File: src/rtl/dma_rd_pkg.sv
package dma_rd_pkg;
  typedef enum logic [1:0] {ST_IDLE, ST_REQ, ST_FILL, ST_EMIT} dma_state_e;
  localparam logic [5:0] CMD_POSTED_WR = 6'h2C;
  localparam logic [1:0] REG_SRC  = 2'd0;
  localparam logic [1:0] REG_DST  = 2'd1;
  localparam logic [1:0] REG_LEN  = 2'd2;
  localparam logic [1:0] REG_CTRL = 2'd3;
endpackage

File: src/rtl/dma_rd_regs.sv
module dma_rd_regs
  import dma_rd_pkg::*;
#(
  parameter int DW = 32,
  parameter int LW = 16,
  parameter int TW = 5
) (
  input  logic          clk_i,
  input  logic          rst_ni,
  input  logic          rxp_valid_i,
  input  logic [1:0]    rxp_addr_i,
  input  logic [DW-1:0] rxp_data_i,
  input  logic          rxnp_valid_i,
  input  logic [TW-1:0] rxnp_tag_i,
  input  logic          busy_i,
  input  logic          done_i,
  output logic [DW-1:0] src_o,
  output logic [DW-1:0] dst_o,
  output logic [LW-1:0] len_o,
  output logic          start_o,
  output logic          rsp_valid_o,
  output logic [TW-1:0] rsp_tag_o,
  output logic [DW-1:0] rsp_data_o
);
  always_ff @(posedge clk_i or negedge rst_ni) begin
    if (!rst_ni) begin
      src_o <= '0;
      dst_o <= '0;
      len_o <= '0;
    end else if (rxp_valid_i) begin
      case (rxp_addr_i)
        REG_SRC: src_o <= rxp_data_i;
        REG_DST: dst_o <= rxp_data_i;
        REG_LEN: len_o <= rxp_data_i[LW-1:0];
        default: ;
      endcase
    end
  end

  // start while busy is dropped here
  assign start_o = rxp_valid_i && (rxp_addr_i == REG_CTRL) && rxp_data_i[0] && !busy_i;

  always_ff @(posedge clk_i or negedge rst_ni) begin
    if (!rst_ni) begin
      rsp_valid_o <= 1'b0;
      rsp_tag_o   <= '0;
      rsp_data_o  <= '0;
    end else begin
      rsp_valid_o <= rxnp_valid_i;
      if (rxnp_valid_i) begin
        rsp_tag_o  <= rxnp_tag_i;
        rsp_data_o <= {{(DW-2){1'b0}}, done_i, busy_i};
      end
    end
  end

  AST_RSP_PER_REQ: assert property (@(posedge clk_i) disable iff (!rst_ni)
    rxnp_valid_i |=> rsp_valid_o && (rsp_tag_o == $past(rxnp_tag_i)));
  AST_NO_SPURIOUS_RSP: assert property (@(posedge clk_i) disable iff (!rst_ni)
    !rxnp_valid_i |=> !rsp_valid_o);
endmodule

File: src/rtl/dma_rd_txmux.sv
module dma_rd_txmux
  import dma_rd_pkg::*;
#(
  parameter int DW    = 32,
  parameter int BEATS = 4,
  localparam int SEL_W = $clog2(BEATS + 2)
) (
  input  logic [SEL_W-1:0]    sel_i,
  input  logic [DW-1:0]       dst_i,
  input  logic [BEATS*DW-1:0] buf_i,
  output logic [DW-1:0]       data_o
);
  localparam logic [3:0] CNT_M1 = 4'(BEATS - 1);

  logic [DW-1:0] cmd_w;
  assign cmd_w = {{(DW-10){1'b0}}, CNT_M1, CMD_POSTED_WR};

  always_comb begin
    data_o = cmd_w;
    if (sel_i == SEL_W'(1)) data_o = {dst_i[DW-1:2], 2'b00};
    for (int k = 0; k < BEATS; k++) begin
      if (sel_i == SEL_W'(k + 2)) data_o = buf_i[k*DW +: DW];
    end
  end
endmodule

File: src/rtl/dma_rd_fsm.sv
module dma_rd_fsm
  import dma_rd_pkg::*;
#(
  parameter int DW    = 32,
  parameter int LW    = 16,
  parameter int BEATS = 4,
  localparam int SEL_W  = $clog2(BEATS + 2),
  localparam int BEAT_W = $clog2(BEATS)
) (
  input  logic                clk_i,
  input  logic                rst_ni,
  input  logic                start_i,
  input  logic [DW-1:0]       src_i,
  input  logic [DW-1:0]       dst_i,
  input  logic [LW-1:0]       len_i,
  output logic                mem_req_o,
  output logic [DW-1:0]       mem_addr_o,
  input  logic                mem_gnt_i,
  input  logic                mem_rvalid_i,
  input  logic [DW-1:0]       mem_rdata_i,
  input  logic                txp_full_i,
  output logic                txp_wr_o,
  output logic [SEL_W-1:0]    sel_o,
  output logic [DW-1:0]       dst_o,
  output logic [BEATS*DW-1:0] buf_o,
  output logic                busy_o,
  output logic                done_o
);
  localparam int CHUNK_BYTES = BEATS * DW / 8;
  localparam logic [SEL_W-1:0]  LAST_SEL  = SEL_W'(BEATS + 1);
  localparam logic [BEAT_W-1:0] LAST_BEAT = BEAT_W'(BEATS - 1);

  dma_state_e        state_q;
  logic [DW-1:0]     cur_src_q, cur_dst_q;
  logic [LW-1:0]     remain_q;
  logic [BEAT_W-1:0] beat_q;
  logic [SEL_W-1:0]  sel_q;
  logic              done_q;
  logic [DW-1:0]     buf_q [BEATS];

  assign mem_req_o  = (state_q == ST_REQ);
  assign mem_addr_o = cur_src_q;
  assign txp_wr_o   = (state_q == ST_EMIT) && !txp_full_i;
  assign sel_o      = sel_q;
  assign dst_o      = cur_dst_q;
  assign busy_o     = (state_q != ST_IDLE);
  assign done_o     = done_q;

  for (genvar g = 0; g < BEATS; g++) begin : g_beat
    always_ff @(posedge clk_i or negedge rst_ni) begin
      if (!rst_ni) buf_q[g] <= '0;
      else if (state_q == ST_FILL && mem_rvalid_i && beat_q == BEAT_W'(g)) buf_q[g] <= mem_rdata_i;
    end
    assign buf_o[g*DW +: DW] = buf_q[g];
  end

  always_ff @(posedge clk_i or negedge rst_ni) begin
    if (!rst_ni) begin
      state_q   <= ST_IDLE;
      cur_src_q <= '0;
      cur_dst_q <= '0;
      remain_q  <= '0;
      beat_q    <= '0;
      sel_q     <= '0;
      done_q    <= 1'b0;
    end else begin
      case (state_q)
        ST_IDLE: if (start_i) begin
          cur_src_q <= src_i;
          cur_dst_q <= dst_i;
          remain_q  <= len_i;
          done_q    <= (len_i == '0);
          if (len_i != '0) state_q <= ST_REQ;
        end
        ST_REQ: if (mem_gnt_i) begin
          beat_q  <= '0;
          state_q <= ST_FILL;
        end
        ST_FILL: if (mem_rvalid_i) begin
          beat_q <= beat_q + 1'b1;
          if (beat_q == LAST_BEAT) begin
            sel_q   <= '0;
            state_q <= ST_EMIT;
          end
        end
        ST_EMIT: if (!txp_full_i) begin
          if (sel_q == LAST_SEL) begin
            sel_q     <= '0;
            remain_q  <= remain_q - 1'b1;
            cur_src_q <= cur_src_q + DW'(CHUNK_BYTES);
            cur_dst_q <= cur_dst_q + DW'(CHUNK_BYTES);
            if (remain_q == LW'(1)) begin
              done_q  <= 1'b1;
              state_q <= ST_IDLE;
            end else begin
              state_q <= ST_REQ;
            end
          end else begin
            sel_q <= sel_q + 1'b1;
          end
        end
        default: state_q <= ST_IDLE;
      endcase
    end
  end

  AST_REQ_HELD: assert property (@(posedge clk_i) disable iff (!rst_ni)
    (mem_req_o && !mem_gnt_i) |=> (mem_req_o && $stable(mem_addr_o)));
  AST_STALL_HOLDS_SEL: assert property (@(posedge clk_i) disable iff (!rst_ni)
    (state_q == ST_EMIT && txp_full_i) |=> (state_q == ST_EMIT && $stable(sel_q)));
  AST_DONE_AFTER_LAST: assert property (@(posedge clk_i) disable iff (!rst_ni)
    (txp_wr_o && sel_q == LAST_SEL && remain_q == LW'(1)) |=> (done_o && !busy_o));
  AST_START_ONLY_IDLE: assert property (@(posedge clk_i) disable iff (!rst_ni)
    start_i |-> (state_q == ST_IDLE));
  AST_ZERO_LEN: assert property (@(posedge clk_i) disable iff (!rst_ni)
    (start_i && len_i == '0) |=> (done_o && !mem_req_o && !busy_o));
endmodule

File: src/rtl/dma_rd_engine.sv
module dma_rd_engine
  import dma_rd_pkg::*;
#(
  parameter int DW    = 32,
  parameter int LW    = 16,
  parameter int BEATS = 4,
  parameter int TW    = 5
) (
  input  logic          clk_i,
  input  logic          rst_ni,
  input  logic          rxp_valid_i,
  input  logic [1:0]    rxp_addr_i,
  input  logic [DW-1:0] rxp_data_i,
  input  logic          rxnp_valid_i,
  input  logic [TW-1:0] rxnp_tag_i,
  output logic          rsp_valid_o,
  output logic [TW-1:0] rsp_tag_o,
  output logic [DW-1:0] rsp_data_o,
  output logic          mem_req_o,
  output logic [DW-1:0] mem_addr_o,
  input  logic          mem_gnt_i,
  input  logic          mem_rvalid_i,
  input  logic [DW-1:0] mem_rdata_i,
  input  logic          txp_full_i,
  output logic          txp_wr_o,
  output logic [DW-1:0] txp_data_o
);
  localparam int SEL_W = $clog2(BEATS + 2);

  logic [DW-1:0]       src_w, dst_w, cur_dst_w;
  logic [LW-1:0]       len_w;
  logic                start_w, busy_w, done_w;
  logic [SEL_W-1:0]    sel_w;
  logic [BEATS*DW-1:0] buf_w;

  dma_rd_regs #(.DW(DW), .LW(LW), .TW(TW)) u_regs (
    .clk_i, .rst_ni, .rxp_valid_i, .rxp_addr_i, .rxp_data_i,
    .rxnp_valid_i, .rxnp_tag_i, .busy_i(busy_w), .done_i(done_w),
    .src_o(src_w), .dst_o(dst_w), .len_o(len_w), .start_o(start_w),
    .rsp_valid_o, .rsp_tag_o, .rsp_data_o
  );

  dma_rd_fsm #(.DW(DW), .LW(LW), .BEATS(BEATS)) u_fsm (
    .clk_i, .rst_ni, .start_i(start_w), .src_i(src_w), .dst_i(dst_w), .len_i(len_w),
    .mem_req_o, .mem_addr_o, .mem_gnt_i, .mem_rvalid_i, .mem_rdata_i,
    .txp_full_i, .txp_wr_o, .sel_o(sel_w), .dst_o(cur_dst_w), .buf_o(buf_w),
    .busy_o(busy_w), .done_o(done_w)
  );

  dma_rd_txmux #(.DW(DW), .BEATS(BEATS)) u_mux (
    .sel_i(sel_w), .dst_i(cur_dst_w), .buf_i(buf_w), .data_o(txp_data_o)
  );
endmodule

File: config.mk
export PLATFORM = sky130hd
export DESIGN_NAME = dma_rd_engine
export DESIGN_NICKNAME = d
export VERILOG_FILES = /design/src/rtl/dma_rd_pkg.sv /design/src/rtl/dma_rd_regs.sv /design/src/rtl/dma_rd_txmux.sv /design/src/rtl/dma_rd_fsm.sv /design/src/rtl/dma_rd_engine.sv
export SDC_FILE = /design/constraint.sdc
export NUM_CORES = 1
export LEC_CHECK = 0
export BUFFER_PORTS_ARGS = -buffer_cell sky130_fd_sc_hd__buf_2
export CORE_MARGIN = 4
export CORE_UTILIZATION = 35
export CTS_BUF_LIST = sky130_fd_sc_hd__clkbuf_8 sky130_fd_sc_hd__clkbuf_16
export DETAILED_ROUTE_END_ITERATION = 10
export GPL_ROUTABILITY_DRIVEN = 0
export PLACE_DENSITY_LB_ADDON = 0.12
export RECOVER_POWER = 50
export SLEW_MARGIN = 10
export SYNTH_ARGS = -nofsm -noshare
export SYNTH_HDL_FRONTEND = slang
export SYNTH_SLANG_ARGS = --single-unit
File: constraint.sdc
create_clock -name clk_i -period 3.3 [get_ports clk_i]
set_clock_uncertainty 0.05 [all_clocks]
set_input_delay 0.33 -clock clk_i [delete_from_list [all_inputs] [get_ports clk_i]]
set_output_delay 0.33 -clock clk_i [all_outputs]
set_load 0.005 [all_outputs]
# Yosys cells after proc, flatten, opt, wreduce, memory -nomap -nowiden
# Index checks and enable logic that the tools add are counted.
# W data, S select, Z words.
[classes] n_addsub=5 n_mux=39 eq_ne=23 n_reduce_logical=28
[op_table] op="$mux W32" count=11
[op_table] op="$pmux W32 S2" count=2
[op_table] op="$add A32 B5 Y32 const B" count=2
[op_table] op="$mux W16" count=3
[op_table] op="$pmux W16 S2" count=1
[op_table] op="$mux W2" count=9
[op_table] op="$eq A16 B1 Y1 const B" count=1
[op_table] op="$logic_not A16 Y1" count=1
[op_table] op="$reduce_bool A16 Y1" count=1
[op_table] op="$sub A16 B1 Y16 const B" count=1
[op_table] op="$eq A2 B2 Y1 const B" count=6
[op_table] op="$mux W3" count=4
[op_table] op="$ne A2 B2 Y1 const B" count=6
[op_table] op="$logic_and A1 B1 Y1" count=9
[op_table] op="$pmux W2 S4" count=1
[op_table] op="$reduce_and A4 Y1" count=2
[op_table] op="$reduce_bool A2 Y1" count=4
[op_table] op="$reduce_and A7 Y1" count=1
[op_table] op="$eq A2 B1 Y1 const B" count=3
[op_table] op="$eq A3 B2 Y1 const B" count=2
[op_table] op="$eq A3 B3 Y1 const B" count=2
[op_table] op="$logic_not A2 Y1" count=3
[op_table] op="$pmux W3 S2" count=1
[op_table] op="$reduce_and A2 Y1" count=3
[op_table] op="other kinds (10)" count=16
[word_totals] wordCells=112 register_bits=304

# Depth between registers and ports, before layout
# Gate-level depths: netlist (run 1).
[depth] depth_word=6 ltp_mapped=10 mapped_depth_nobuf=7

# By module
# Synthesis (run 1) repeated with hierarchy kept, for this count alone.
[hier_totals] hier_cells=1240 area_unflattened_um2=14879.3
[modules_own_cells] mod="dma_rd_fsm" area_per_inst_um2=10118.5 n_inst=1 cells_per_inst=892
[modules_own_cells] mod="dma_rd_regs" area_per_inst_um2=3543.4 n_inst=1 cells_per_inst=219
[modules_own_cells] mod="dma_rd_txmux" area_per_inst_um2=1217.4 n_inst=1 cells_per_inst=129

# Worst setup path after synthesis (run 1)
# No wires, ideal clock.
[synth_path] path_kind="reg-to-output" start="register u_fsm.sel_q[0] (netlist: u_fsm.sel_o[0])" end="output txp_data_o[2]" t_arrival_ns=2.286 path_stages_with_launch=11 n_path_buf=5 path_slack_ns=0.634 path_cell_list="dfrtp_1 > buf_2 > buf_2 > buf_1 > and2_1 > ha_1 > clkbuf_1 > clkbuf_1 > nand2_1 > o211a_1 > a21oi_1"
[synth_between] elab_chain_cells=6
[synth_lines] element="start, declared" line="dma_rd_fsm.sv:37" rtl="logic [SEL_W-1:0] sel_q;"
[synth_lines] element="start signal, assigned" line="dma_rd_fsm.sv:99" rtl="sel_q <= sel_q + 1'b1;"
[synth_lines] element="$eq A3 B1 Y1" line="dma_rd_txmux.sv:20" rtl="if (sel_i == SEL_W'(1)) data_o = {dst_i[DW-1:2], 2'b00};"
[synth_lines] element="$mux W32" line="dma_rd_txmux.sv:20"
[synth_lines] element="$mux W32 (3 in series)" line="dma_rd_txmux.sv:22" rtl="if (sel_i == SEL_W'(k + 2)) data_o = buf_i[k*DW +: DW];"
[synth_lines] element="$mux W32 *" line="dma_rd_txmux.sv:22"
[synth_lines] element="end, declared" line="dma_rd_engine.sv:26" rtl="output logic [DW-1:0] txp_data_o"
# Mark *: on every way between the ends. The rest lies on a longest branch, timed or not.

# Final worst setup path (run 1)
[layout_path] start="register u_fsm.sel_q[1] (netlist: u_fsm.sel_o[1])" end="output txp_data_o[30]"
# The elaborated chain is that of the path after synthesis.

==> results.sh, run 1 <==
export IMPL_clock_sink_count=300
export IMPL_cts_repair_resize_count=0
export IMPL_clockBufferDepth=3
export IMPL_viasPerCell=5.59
export IMPL_filler_cell_count=4072
export IMPL_clkLatencyLatePin_ns=0.54
export IMPL_critPathArrivalTime_ns=2.72
export IMPL_timing_rr_end="u_fsm.mem_addr_o[24]$_DFFE_PN0P_"
export IMPL_adder_cell_fraction_of_synth_area_pct=1.26
export IMPL_drc_errors=0
export IMPL_cts_inserted_buffers=37
export IMPL_tritoncts="yes"
export IMPL_cts_htree_levels=2
export IMPL_combinational_family_with_the_most_area_after_synthesis="multiplexers"
export IMPL_critical_path_required_ns=2.92
export IMPL_synth_enable_flop_cells=0
export IMPL_number_of_nets_in_the_final_layout=1574
export IMPL_share_of_the_synthesized_area_in_compound_gates_ao_oa_aoi_oai_pct=13.0
export IMPL_clk_pin_slew_worst_paths_ns=0.06
export IMPL_design_die_area_um2=45800
export IMPL_path_max_fanout=25
export IMPL_fin_util_pct=41.9
export IMPL_ys_seq_area_share_pct=50.5
export IMPL_hold_viol=0
export IMPL_floorplan_initialDensity_pct=35.4
export IMPL_grt_start_max_net_pins=81
export IMPL_run_status="finished with violations"
export IMPL_timing_setup_critical_path_class="reg2out"
export IMPL_layout_cells_most_common="sky130_fd_sc_hd__dfrtp_1"
export IMPL_drtPass1Iterations=7
export IMPL_antenna_left=0
export IMPL_multi_input_area_um2=6860
export IMPL_r2r_start="u_fsm.state_q[0]$_DFFE_PN0P_"
export IMPL_setup_repair_after_global_routing_missed_its_margin="false"
export IMPL_placement_rows=75
export IMPL_antennaDiodeCount=0
export IMPL_cts_root_buffer_cell="sky130_fd_sc_hd__clkbuf_16"
export IMPL_min_period_ns=3.10
export IMPL_die_width_um=214
export IMPL_synth_area_per_inst_um2=11.3
export IMPL_hold_path_end="u_fsm.buf_o[40]$_DFFE_PN0P_"
export IMPL_powerDensity_nw_per_um2=941
export IMPL_slew_violations=144
export IMPL_wire_per_inst_um=22.4
export IMPL_post_synth_xor_area_fraction_pct=0
export IMPL_maxCapViolCount=3
export IMPL_finalCritPeriodShare_pct=94.1
export IMPL_route_final_wire_length_mm=45.6
export IMPL_drive_gt1_share_pct=31.8
export IMPL_crit_path_end_kind="output pin"
export IMPL_vias=11414
export IMPL_totalNegativeSetupSlack_ns=0
export IMPL_vdd_drop_max_mv=0.353
export IMPL_synth_ff_latch_count=300
export IMPL_synth_main_ff_cell="sky130_fd_sc_hd__dfrtp_1"
export IMPL_worst_setup_slack_for_register_to_register_paths_ns=0.75
export IMPL_report_final_setup_viol=0
export IMPL_holdCritStartpoint="mem_rdata_i[8]"
export IMPL_hold_path_depth=2
export IMPL_final_cell_mix="sky130_fd_sc_hd__dfrtp_1 (299), sky130_fd_sc_hd__mux2_2 (215), sky130_fd_sc_hd__buf_2 (139), sky130_fd_sc_hd__a21oi_1 (75), sky130_fd_sc_hd__nor2_1 (63)"
export IMPL_globalRouteOverflowTotal=0
export IMPL_post_synth_mux_area_share_pct=19.4
export IMPL_yosys_cell_types_count=70
export IMPL_fmaxAchievable_mhz=322
export IMPL_detail_route_iter0_violations=795
export IMPL_postSynthCellCount=1316
export IMPL_fin_hold_ws_ns=0.0232
export IMPL_first_global_vias=11397
export IMPL_grt_antenna_before_repair=0
export IMPL_grt_use_total_pct=19.7
export IMPL_crit_path_start_kind="register"
export IMPL_chipHeight_um=214
export IMPL_register_area_um2=7510
export IMPL_violations="capacitance limit, slew limit"
export IMPL_power_static_leakage_nw=7.71
export IMPL_area_growth_synth_to_final_pct=18.4
export IMPL_grt_pass1_wl_mm=71.7
export IMPL_hp_class="in2reg"
export IMPL_asyncSetResetFlopFracSynth_pct=100
export IMPL_core_area_um2=41900
export IMPL_yosys_area_share_simple_pct=11.5
export IMPL_worst_slew_pin_transition_ns=2.32
export IMPL_portBuffers=151
export IMPL_r2r_cells=7
export IMPL_pin_count=182
export IMPL_postCtsSetupBuffers=0
export IMPL_max_slew_margin_pct=-54.9
export IMPL_yosysWarnings=0
export IMPL_post_synth_instance_area_um2=14900
export IMPL_detailedPlacementHpwl_mm=31.6
## synthesized netlist by cell type (4+ instances only)
cell | count | area, um^2
sky130_fd_sc_hd__a211oi_1 | 29 | 218
sky130_fd_sc_hd__a21oi_1 | 75 | 375
sky130_fd_sc_hd__a221o_1 | 4 | 40.0
sky130_fd_sc_hd__a22o_1 | 11 | 96.3
sky130_fd_sc_hd__a22oi_1 | 39 | 293
sky130_fd_sc_hd__and3_1 | 8 | 50.1
sky130_fd_sc_hd__and4_1 | 8 | 70.1
sky130_fd_sc_hd__buf_1 | 12 | 45.0
sky130_fd_sc_hd__buf_2 | 11 | 55.1
sky130_fd_sc_hd__buf_4 | 30 | 225
sky130_fd_sc_hd__clkbuf_1 | 64 | 240
sky130_fd_sc_hd__dfrtp_1 | 300 | 7510
sky130_fd_sc_hd__ha_1 | 15 | 188
sky130_fd_sc_hd__inv_1 | 18 | 67.6
sky130_fd_sc_hd__mux2_2 | 215 | 2420
sky130_fd_sc_hd__mux2i_1 | 44 | 440
sky130_fd_sc_hd__nand2_1 | 54 | 203
sky130_fd_sc_hd__nand3_1 | 47 | 235
sky130_fd_sc_hd__nand3b_1 | 6 | 45.0
sky130_fd_sc_hd__nand4_1 | 35 | 219
sky130_fd_sc_hd__nor2_1 | 65 | 244
sky130_fd_sc_hd__nor3_1 | 18 | 90.1
sky130_fd_sc_hd__nor3b_1 | 7 | 52.6
sky130_fd_sc_hd__nor4_1 | 24 | 150
sky130_fd_sc_hd__o211a_1 | 5 | 50.1
sky130_fd_sc_hd__o211ai_1 | 5 | 37.5
sky130_fd_sc_hd__o21ai_0 | 43 | 215
sky130_fd_sc_hd__o22ai_1 | 35 | 219
sky130_fd_sc_hd__o31ai_1 | 9 | 67.6
sky130_fd_sc_hd__or3_1 | 8 | 50.1
sky130_fd_sc_hd__or4_1 | 7 | 52.6
## critical path: stages (launching register included)
cell and delay [ns]:
sky130_fd_sc_hd__dfrtp_1 0.59, sky130_fd_sc_hd__and2_1 0.20, sky130_fd_sc_hd__ha_2 0.55, sky130_fd_sc_hd__buf_4 0.29, sky130_fd_sc_hd__nor2_1 0.07, sky130_fd_sc_hd__a211oi_1 0.25
sky130_fd_sc_hd__a21oi_1 0.08, sky130_fd_sc_hd__buf_2 0.14
## what timing repair did
item                       in CTS  in global routing
hold endpoints to repair      109                  0
hold buffers                   21                  0
setup endpoints to repair       0                  0
## power by group
part | switching [W] | internal, W | total, W
registers | 0.00150 | 0.00513 | 0.00662
clock network | 0.00157 | 0.00243 | 0.00400
logic | 0.00317 | 0.00275 | 0.00592
total | 0.00623 | 0.0103 | 0.0165
## layout make-up
class,count,share of cell area (%)
multi-input combinational,910,39.0
timing repair buffer,214,7.39
tap,539,3.83
clock inverter,15,0.811
clock buffer,45,5.89
inverter,18,0.384
sequential,300,42.7
## stage by stage
stage	area, um^2	power (W)	instances	setup WS [ns]
detailed placement	16200	0.0126	1960	0.706
global route	17600	0.0177	2041	0.00779
CTS	17600	0.0168	2041	0.116
finish	17600	0.0165	2041	0.196
global placement	16200	0.0125	1960	0.717
floorplan	15000	0.0102	1345	0.634
## worst max-delay path by stage
stage                                           from             end  slack (ns)  cells past startpoint
after detailed placement  u_fsm.sel_o[0]$_DFFE_PN0P_   txp_data_o[7]        0.71                      7
after global routing      u_fsm.sel_o[0]$_DFFE_PN0P_  txp_data_o[30]       0.008                      7
after CTS                 u_fsm.sel_o[0]$_DFFE_PN0P_   txp_data_o[7]        0.12                      7
final                     u_fsm.sel_o[1]$_DFFE_PN0P_  txp_data_o[30]        0.20                      7
after floorplan           u_fsm.sel_o[0]$_DFFE_PN0P_   txp_data_o[2]        0.63                     10
after global placement    u_fsm.sel_o[0]$_DFFE_PN0P_   txp_data_o[7]        0.72                      7
## per-layer routing
metal / part of all wire (%) / global-route usage [%] / up-vias
li1: - / - / 5249
met1: 47 / 28.2 / 5790
met2: 46 / 31.3 / 319
met3: 4.8 / 2.95 / 56
met4: 2.2 / 5.64 / 0
met5: 0 / 0 / -
## state kept, by name, indices dropped and copies added, names as in the netlist
signal              cells
u_fsm.done_o            1
u_regs.len_o           16
u_regs.rsp_valid_o      1
u_regs.dst_o           30
u_fsm.remain_q         16
u_regs.rsp_data_o       2
u_fsm.buf_o           128
u_fsm.dst_o            30
u_regs.src_o           32
u_regs.rsp_tag_o        5
u_fsm.beat_q            2
u_fsm.mem_addr_o       32
u_fsm.sel_o             3
u_fsm.state_q           2
## cells by family after synthesis
kind of cell,Yosys count
AOI/OAI and AO/OA,293
adders and majority gates,15
buffers and inverters,135
DFF,300
muxes,260
other,1
and+or+nand+nor,312
Note: power is estimated with default switching activity, not from simulation.
==> run 2, diff against run 1 <==
- SYNTH_HIERARCHICAL: default -> 1
==> run 2 against run 1 <==
  * The run still ends with capacitance limit, slew limit left
  * Sequential share of layout area rose by 0.91 points
  * Critical path depth fell by 1
  * Combinational power fell by 8.3%
  * Non-clock buffer count fell by 12
  * Final area fell by 2.1%
  * Worst setup slack improved by 0.29 ns
==> results.sh, run 2 <==
export IMPL_yosysWarnings=6
export IMPL_path_max_fanout=33
export IMPL_setup_repair_after_global_routing_missed_its_margin="false"
export IMPL_clockBufferDepth=3
export IMPL_route_final_wire_length_mm=41.1
export IMPL_drc_errors=0
export IMPL_pin_count=182
export IMPL_grt_pass1_wl_mm=63.7
export IMPL_instances_no_fill=1955
export IMPL_crit_path_end_kind="output pin"
export IMPL_max_slew_margin_pct=-42.8
export IMPL_vias=10481
export IMPL_clk_pin_slew_worst_paths_ns=0.06
export IMPL_cts_inserted_buffers=36
export IMPL_detailedPlacementHpwl_mm=27.9
export IMPL_power_static_leakage_nw=7.74
export IMPL_antennaDiodeCount=0
export IMPL_cts_repair_resize_count=0
export IMPL_run_status="finished with violations"
export IMPL_hold_viol=0
export IMPL_drtPass1Iterations=5
export IMPL_clkLatencyLatePin_ns=0.54
export IMPL_fin_util_pct=41.8
export IMPL_first_global_vias=10635
export IMPL_cts_htree_levels=2
export IMPL_maxCapViolCount=3
export IMPL_area_growth_synth_to_final_pct=16.8
export IMPL_critPathArrivalTime_ns=2.44
export IMPL_postSynthCellCount=1232
export IMPL_largest_register_ffs=128
export IMPL_design_die_area_um2=45500
export IMPL_routing_usage_on_met1_pct=26.2
export IMPL_post_synth_instance_area_um2=14700
export IMPL_detail_route_iter0_violations=639
export IMPL_setup_worst_path_start="u_fsm/sel_o[0]$_DFFE_PN0P_"
export IMPL_clock_sink_count=300
export IMPL_totalNegativeSetupSlack_ns=0
export IMPL_timing_rr_end="u_fsm/mem_addr_o[12]$_DFFE_PN0P_"
export IMPL_number_of_nets_in_the_final_layout=1489
export IMPL_slew_violations=168
export IMPL_timing_setup_critical_path_class="reg2out"
export IMPL_viasPerCell=5.36
export IMPL_antenna_left=0
export IMPL_hp_class="in2reg"
export IMPL_drive_gt1_share_pct=32.3
export IMPL_layout_cells_most_common="sky130_fd_sc_hd__dfrtp_1"
export IMPL_grt_use_total_pct=18.0
export IMPL_wire_per_inst_um=21.0
export IMPL_r2r_cells=9
export IMPL_grt_util_met3_pct=3.83
export IMPL_worst_slew_pin_transition_ns=2.14
export IMPL_holdCritStartpoint="mem_rdata_i[1]"
export IMPL_critical_path_required_ns=2.92
export IMPL_finalCritPeriodShare_pct=85.4
export IMPL_globalRouteMet2Util_pct=27.8
export IMPL_min_period_ns=2.82
export IMPL_die_width_um=213
export IMPL_report_final_setup_viol=0
export IMPL_top_usage_layer="met2"
export IMPL_placement_rows=74
export IMPL_final_cell_mix="sky130_fd_sc_hd__dfrtp_1 (299), sky130_fd_sc_hd__mux2_2 (212), sky130_fd_sc_hd__buf_2 (128), sky130_fd_sc_hd__nand2_1 (62)"
export IMPL_crit_path_start_kind="register"
export IMPL_synth_area_per_inst_um2=12.0
export IMPL_tritoncts="yes"
export IMPL_placed_cells_incl_taps=1876
export IMPL_r2r_start="u_fsm/state_q[0]$_DFFE_PN0P_"
export IMPL_floorplan_initialDensity_pct=35.8
export IMPL_portBuffers=151
export IMPL_fmaxAchievable_mhz=355
export IMPL_violations="capacitance limit, slew limit"
export IMPL_cts_root_buffer_cell="sky130_fd_sc_hd__clkbuf_16"
export IMPL_worst_setup_slack_for_register_to_register_paths_ns=0.66
export IMPL_grt_start_max_net_pins=105
export IMPL_filler_cell_count=3977
export IMPL_grt_antenna_before_repair=1
export IMPL_core_area_um2=41200
export IMPL_chipHeight_um=213
export IMPL_powerDensity_nw_per_um2=898
export IMPL_vdd_drop_max_mv=0.360
export IMPL_globalRouteOverflowTotal=0
export IMPL_worst_setup_path_endpoint="txp_data_o[18]"
run 2: worst min-delay path by stage:
stage | end | cells after the start
6_report | u_fsm/buf_o[97]$_DFFE_PN0P_ | 2
4_1_cts | u_fsm/buf_o[12]$_DFFE_PN0P_ | 2
3_3_place_gp | u_fsm/buf_o[43]$_DFFE_PN0P_ | 1
3_5_place_dp | u_fsm/buf_o[11]$_DFFE_PN0P_ | 1
2_1_floorplan | u_fsm/beat_q[0]$_DFFE_PN0P_ | 0
5_1_grt | u_fsm/buf_o[75]$_DFFE_PN0P_ | 2
run 2: cell type report:
class	instances	area, um^2	area share [%]
clock inverter	16	67.6	0.392
multi-input combinational	839	6630	38.5
tap	532	666	3.87
clock buffer	47	1060	6.18
inverter	19	71.3	0.414
timing repair buffer	202	1210	7.05
sequential	300	7510	43.6
run 2: power by group:
part           internal [W]  switching [W]  leakage, nW  total [W]
sequential          0.00494        0.00131         3.72    0.00625
clock               0.00225        0.00154        0.605    0.00378
combinational       0.00253        0.00291         3.42    0.00543
run 2: timing repair:
| item | CTS | global route |
|---|---|---|
| endpoints found under the hold margin | 122 | 0 |
| hold buffers | 16 | 0 |
| buffers inserted | 0 | 0 |
| endpoints found under the setup margin | 0 | 0 |
run 2: per-layer routing:
| metal | share of wire (%) | wire, um | up-vias |
|---|---|---|---|
| met5 | 0.032 | 13 | - |
| li1 | - | - | 4892 |
| met4 | 1.5 | 634 | 2 |
| met2 | 45 | 18600 | 257 |
| met3 | 5.5 | 2240 | 44 |
| met1 | 48 | 19600 | 5286 |
run 2: critical path: stages, from the launching register on:
cell	delay, ns
sky130_fd_sc_hd__dfrtp_2	0.65
sky130_fd_sc_hd__buf_12	0.31
sky130_fd_sc_hd__nand2b_4	0.13
sky130_fd_sc_hd__nor2_2	0.12
sky130_fd_sc_hd__buf_4	0.28
sky130_fd_sc_hd__a221o_1	0.25
sky130_fd_sc_hd__buf_2	0.15
run 2: metrics by stage:
| step | cell area, um^2 | setup WS, ns | power (W) | hold slack, ns |
|---|---|---|---|---|
| 3_3_place_gp | 16000 | 0.782 | 0.0117 | 0.421 |
| 2_1_floorplan | 14800 | 1.12 | 0.00971 | -0.0156 |
| 5_1_grt | 17200 | 0.279 | 0.0166 | 0.00984 |
| 4_1_cts | 17300 | 0.417 | 0.0157 | 0.00148 |
| 3_5_place_dp | 16000 | 0.702 | 0.0118 | 0.415 |
| 6_report | 17200 | 0.481 | 0.0155 | 0.0249 |
